--- src/rtl/uaf_pkg.sv ---
package uaf_pkg;
   typedef struct packed {
      logic given;
      logic bcast;
   } uaf_hit_t;
endpackage

--- src/rtl/uaf_match.sv ---
module uaf_match #(
   parameter int DW = 8
) (
   input  logic [DW-1:0]   data,
   input  logic [DW-1:0]   addr,
   input  logic [DW-1:0]   mask,
   output uaf_pkg::uaf_hit_t hit
);
   logic [DW-1:0] given_ok;
   logic [DW-1:0] bcast_ok;
   logic [DW-1:0] bpat;

   assign bpat = addr | mask;

   for (genvar i = 0; i < DW; i++) begin : g_bit
      // masked-off positions are free; others must equal the address
      assign given_ok[i] = ~mask[i] | ~(data[i] ^ addr[i]);
      // broadcast positions that are 0 are free; others need a 1
      assign bcast_ok[i] = ~bpat[i] | data[i];
   end

   assign hit.given = &given_ok;
   assign hit.bcast = &bcast_ok;
endmodule

--- src/rtl/uaf_qualify.sv ---
module uaf_qualify (
   input  logic               bit9,
   input  logic               filt_en,
   input  logic               nine_bit_mode,
   input  uaf_pkg::uaf_hit_t  hit,
   output logic               accept
);
   logic active;

   always_comb begin
      active = filt_en & nine_bit_mode;
      if (!active) accept = 1'b1;
      else         accept = bit9 & (hit.given | hit.bcast);
   end
endmodule

--- src/rtl/uaf_hold.sv ---
module uaf_hold #(
   parameter int DW = 8
) (
   input  logic          clk,
   input  logic          rst_n,
   input  logic          take,
   input  logic          clr,
   input  logic [DW-1:0] din,
   output logic          flag,
   output logic [DW-1:0] dout
);
   always_ff @(posedge clk or negedge rst_n) begin
      if (!rst_n) begin
         flag <= 1'b0;
         dout <= '0;
      end else begin
         if (take) begin
            flag <= 1'b1;
            dout <= din;
         end else if (clr) begin
            flag <= 1'b0;
         end
      end
   end
endmodule

--- src/rtl/uart_addr_filter.sv ---
module uart_addr_filter #(
   parameter int DW = 8
) (
   input  logic          clk,
   input  logic          rst_n,
   input  logic          frm_valid,
   input  logic [DW-1:0] frm_data,
   input  logic          frm_bit9,
   input  logic          filt_en,
   input  logic          nine_bit_mode,
   input  logic [DW-1:0] stn_addr,
   input  logic [DW-1:0] stn_mask,
   input  logic          flag_clr,
   output logic          rx_flag,
   output logic [DW-1:0] rx_byte
);
   initial begin
      if (DW < 1 || DW > 32) $error("uart_addr_filter: DW out of range");
   end

   uaf_pkg::uaf_hit_t hit;
   logic              accept;

   uaf_match #(.DW(DW)) u_match (
      .data (frm_data),
      .addr (stn_addr),
      .mask (stn_mask),
      .hit  (hit)
   );

   uaf_qualify u_qual (
      .bit9          (frm_bit9),
      .filt_en       (filt_en),
      .nine_bit_mode (nine_bit_mode),
      .hit           (hit),
      .accept        (accept)
   );

   uaf_hold #(.DW(DW)) u_hold (
      .clk   (clk),
      .rst_n (rst_n),
      .take  (frm_valid & accept),
      .clr   (flag_clr),
      .din   (frm_data),
      .flag  (rx_flag),
      .dout  (rx_byte)
   );
endmodule

--- config.mk ---
export PLATFORM = sky130hd
export DESIGN_NAME = uart_addr_filter
export DESIGN_NICKNAME = d
export VERILOG_FILES = /design/src/rtl/uaf_pkg.sv /design/src/rtl/uaf_match.sv /design/src/rtl/uaf_qualify.sv /design/src/rtl/uaf_hold.sv /design/src/rtl/uart_addr_filter.sv
export SDC_FILE = /design/constraint.sdc
export NUM_CORES = 1
export LEC_CHECK = 0
export ABC_AREA = 1
export BUFFER_PORTS_ARGS = -buffer_cell sky130_fd_sc_hd__buf_2
export CAP_MARGIN = 40
export CORE_MARGIN = 1.5
export CORE_UTILIZATION = 36
export CTS_CLUSTER_DIAMETER = 40
export CTS_CLUSTER_SIZE = 30
export DETAILED_ROUTE_END_ITERATION = 8
export PLACE_DENSITY = 0.76
export RECOVER_POWER = 25
export SLEW_MARGIN = 5
export SYNTH_ARGS = -nofsm -noshare
export SYNTH_HDL_FRONTEND = slang
export SYNTH_HIERARCHICAL = 1
export SYNTH_SLANG_ARGS = --single-unit
--- constraint.sdc ---
create_clock -name clk -period 0.8 [get_ports clk]
set_clock_uncertainty 0.15 [all_clocks]
set_input_delay 0.16 -clock clk [delete_from_list [all_inputs] [get_ports clk]]
set_output_delay 0.16 -clock clk [all_outputs]
set_load 0.03 [all_outputs]
# Yosys cells after proc, flatten, opt, wreduce, memory -nomap -nowiden
# Index checks and enable logic that the tools add are counted.
# word_totals
latchBits,0
mem_count,0
rom_bits,0
word_cells,61
reg_bits,9
ram_bits,0
# op_classes
n_mux,3
div_mod_pow,0
n_shift,0
n_reduce_logical,3
addsub,0
order_cmp,0
bitwise,53
n_eq_ne,0
multipliers,0
# ops
cell,count
$not 1->1,24
$or 1x1->1,17
$reduce_and 8->1,2
$or 8x8->8,1
$xor 1x1->1,8
$and 1x1->1,3
$mux 1,3
$reduce_bool 2->1,1

# Logic depth before layout (Yosys ltp)
# depth
word_depth,9
mapped_depth,15

# Cells and area by module
# Netlist, hierarchy kept.
# modules_own_cells
module,seq_area_each_um2,instances,area_each_um2,cells_per_inst
uaf_hold,225.2,1,341.6,38
uaf_match,0.0,1,234.0,53
uaf_qualify,0.0,1,16.3,4
uart_addr_filter,0.0,1,7.5,2

# Worst setup path before layout
# No wires, ideal clock.
# synth_timing
path_kind,input -> register
start,in stn_addr[7]
end,reg u_hold.flag
n_path_buf,1
path_slack_ps,-446
arrival_ps,976
path_stages,13
required_ps,531
cell_sequence,nand2_1 > nand2_1 > nor2_1 > nor2_2 > nand2_1 > nor2_1 > o21ai_1 > nand2_1 > nand2_1 > inv_1 > buf_6 > inv_2 > nand2_1
# synth_lines
item,line_no,source
"start, declared",uart_addr_filter.sv:11,"input logic [DW-1:0] stn_addr,"
"end signal, assigned",uaf_hold.sv:14,flag <= 1'b0;
"end signal, assigned",uaf_hold.sv:18,flag <= 1'b1;
"end signal, assigned",uaf_hold.sv:21,flag <= 1'b0;
"end, declared",uaf_hold.sv:9,"output logic flag,"

==> run_results.csv <==
group,metric,value,unit
finish,final_common_cell,"nand2_1",
clocking,hold_buffers,1,
floorplan,ios,40,
detailed_routing,wire_per_inst,13.16,µm
detailed_routing,vias,836,
clocking,clk_path_buf_depth,2,
hold_path,holdPathStages,4,
synthesis,ys_warn_count,6,
run,drv_cap,0,
global_route,antenna_found_initial,0,
synthesis,synth_top_area_cell,"dfrtp_1",
worst_setup_path,crit_fanout,4,
run_status,failed_checks,"hold timing, setup timing",
floorplan,fp.dieW,43.80,µm
worst_setup_path,cp.arrival,1.26,ns
global_route,grt-ovfl-total,0,
clocking,cts.clk_slew.worst_paths,0.06,ns
floorplan,num_rows,14,
place,gp_congestion,0.7493,
floorplan,die-area,1918,µm²
timing,fin_crit,1.260,ns
clocking,numClockSinks,9,
synthesis,syn_area,599.3,µm²
detailed_routing,finalWirelength,2.276,mm
hold_path,hp-class,"in -> reg",
synthesis,synth_top_area_share,37.58,%
global_route,grt_max_degree,10,
power,clockPowerShare,21.8,%
detailed_routing,drt_iter0_markers,14,
place,place_area,890.9,µm²
power,ir_drop,0.6418,mV
finish,layout.nets,189,
clocking,cts_tree,"yes",
timing,fmax,0.7935,GHz
power,p_sw,0.5830,mW
synthesis,syn_inst,97,
floorplan,core_region_area,1524,µm²
clocking,clk_latency,0.26,ns
global_route,grt_pass1_vias,743,
worst_setup_path,path_class,"in -> reg",
worst_setup_path,slowest_stage,"o21ai_1",
timing,post-route-period-util,157.5,%
timing,setup_viol,18,
worst_setup_path,worst_setup_path_end_kind,"flip-flop",
synthesis,synth_cell_types,12,
global_route,grt_pass1_wl,2.918,mm
worst_setup_path,path_cells,"buf_8 > nand2_4 > nand2_4 > nor2_4 > nor2_1 > nand2_1 > nor2_1 > o21ai_1 > nand2_1 > nand2_1 > inv_2 > buf_6 > nand2_2 > nand2_1",
place,dp_hpwl,1.305,mm
power,power_frac_comb,45.0,%
finish,syn_to_final_growth,102.7,%
synthesis,ys_ff_latch,9,
worst_setup_path,crit_top_cell,"nand2_1",
timing,drv_slew,0,
timing,worstMarginPinSlew,0.2207,ns
synthesis,synth_area_leaders,"dfrtp_1, nand2_1, nor2_1",
finish,postLayoutCellArea,1215,µm²
timing,hold_ws,-0.04270,ns
worst_setup_path,cp_data_required_time,0.80,ns
floorplan,initial_utilization,39.33,%
detailed_routing,drc,0,
floorplan,die_height,43.80,µm
timing,final.setup.tns,-6.565,ns
power,switching_share,35.06,%
power,p_int,1.080,mW
clocking,cts_max_level,1,
clocking,cts_inserted_buffers,3,
timing,fin_ws,-0.4603,ns
synthesis,synth_seq_area_share,37.58,%
global_route,grt_usage,21.59,%
timing,relSlewSlack,85.28,%
detailed_routing,routed_via_density,4.832,
power,power_frac_seq,33.2,%
timing,hold_viol_final,1,
finish,final_cell_mix,"nand2_1, buf_6, buf_4",
synthesis,syn-num-nets,128,
synthesis,avgSynthCellArea,6.179,µm²
worst_setup_path,reg2reg_depth,4,
worst_setup_path,max_stage_delay,0.14,ns
finish,drive_gt1_share,56.69,%
detailed_routing,first_pass_iters,4,
finish,n_antenna_cell,0,
place,io_buffers,39,
power,p_leak,0.6732,nW
detailed_routing,ant_nets,0,
power,power_density,1368,nW/µm²
timing,rsz0062_at_grt,"true",
worst_setup_path,crit_path_start_kind,"input port",
run_status,run_status,"finished, violations left",
clocking,clock-root-buffer,"clkbuf_4",
[kinds of logic after synthesis]
group	count (synthesis)	share of synthesized area [%]
simple gates	69	44.89
buf+inv	10	7.515
flops	9	37.58
compound gates	9	10.02
[cells in the mapped netlist]
library cell	instances
nor2_1	16
nor2_2	1
dfrtp_1	9
nand2_1	48
o21ai_0	2
nand3_1	2
nand4_1	2
inv_1	8
o21bai_1	6
buf_6	1
inv_2	1
o21ai_1	1
[final cells by class]
| class | count | area, µm² |
|---|---|---|
| sequential | 9 | 225.2 |
| tap | 16 | 20.02 |
| fill | 99 | 309.0 |
| multi-input combinational | 78 | 416.7 |
| timing repair buffer | 57 | 488.0 |
| inverter | 9 | 38.79 |
| clock buffer | 4 | 26.28 |
[sequential cells by signal (all words and copies together), names as in the netlist]
register	cells
u_hold/dout	8
u_hold/flag	1
[worst max-delay path, delay by kind of cell]
family                 cells  cell delay, ns
buffers and inverters      3            0.33
AO/OA/AOI/OAI              1            0.14
AND/OR/NAND/NOR           10            0.63
[power groups by stage]
| stage | sequential [mW] | clock [mW] | combinational [mW] |
|---|---|---|---|
| floorplan | 0.656 | 0 | 0.156 |
| global placement | 0.542 | 0 | 0.481 |
| detailed placement | 0.546 | 0 | 0.492 |
| CTS | 0.550 | 0.364 | 0.631 |
| global route | 0.556 | 0.389 | 0.796 |
| finish | 0.552 | 0.363 | 0.747 |
[layer usage]
metal | global-route usage, % | part of all wire, % | routed length [µm] | up-vias
met4 | 18.18 | 0.92 | 21 | 0
li1 | - | - | - | 421
met3 | 5.417 | 4.5 | 103 | 2
met1 | 20.92 | 36 | 820 | 375
met5 | 0 | 0 | 0 | -
met2 | 37.65 | 58 | 1331 | 38
[worst paths after layout]
check | startpoint | end | slack [ns]
max | stn_addr[2] | u_hold/dout[2] | -0.46
min reg2reg | u_hold/dout[7] | u_hold/dout[7] | 0.36
min in group asynchronous | rst_n | u_hold/flag | 0.14
min | flag_clr | u_hold/flag | -0.04
max reg2reg | u_hold/dout[2] | u_hold/dout[2] | -0.24
max in group asynchronous | rst_n | u_hold/dout[3] | 0.17
[repair_timing]
| action | CTS | global route |
|---|---|---|
| setup endpoints to repair | 18 | 18 |
| pin swaps | 23 | 26 |
| setup buffers | 3 | 4 |
| gates resized for setup | 41 | 31 |
| endpoints found under the hold margin | 10 | 1 |
[per-stage QoR]
step	utilization [%]	total power, mW	worst slack, ns	instances	hold slack [ns]
finish	79.72	1.662	-0.4603	173	-0.04270
floorplan	-	0.8121	-0.4158	97	-0.2856
detailed placement	58.46	1.037	-0.7385	161	-0.1339
global route	79.72	1.742	-0.4916	173	-0.01205
global placement	58.46	1.023	-0.6789	161	-0.1370
CTS	71.02	1.545	-0.3931	169	-0.04113
(Power assumes the default switching activity.)
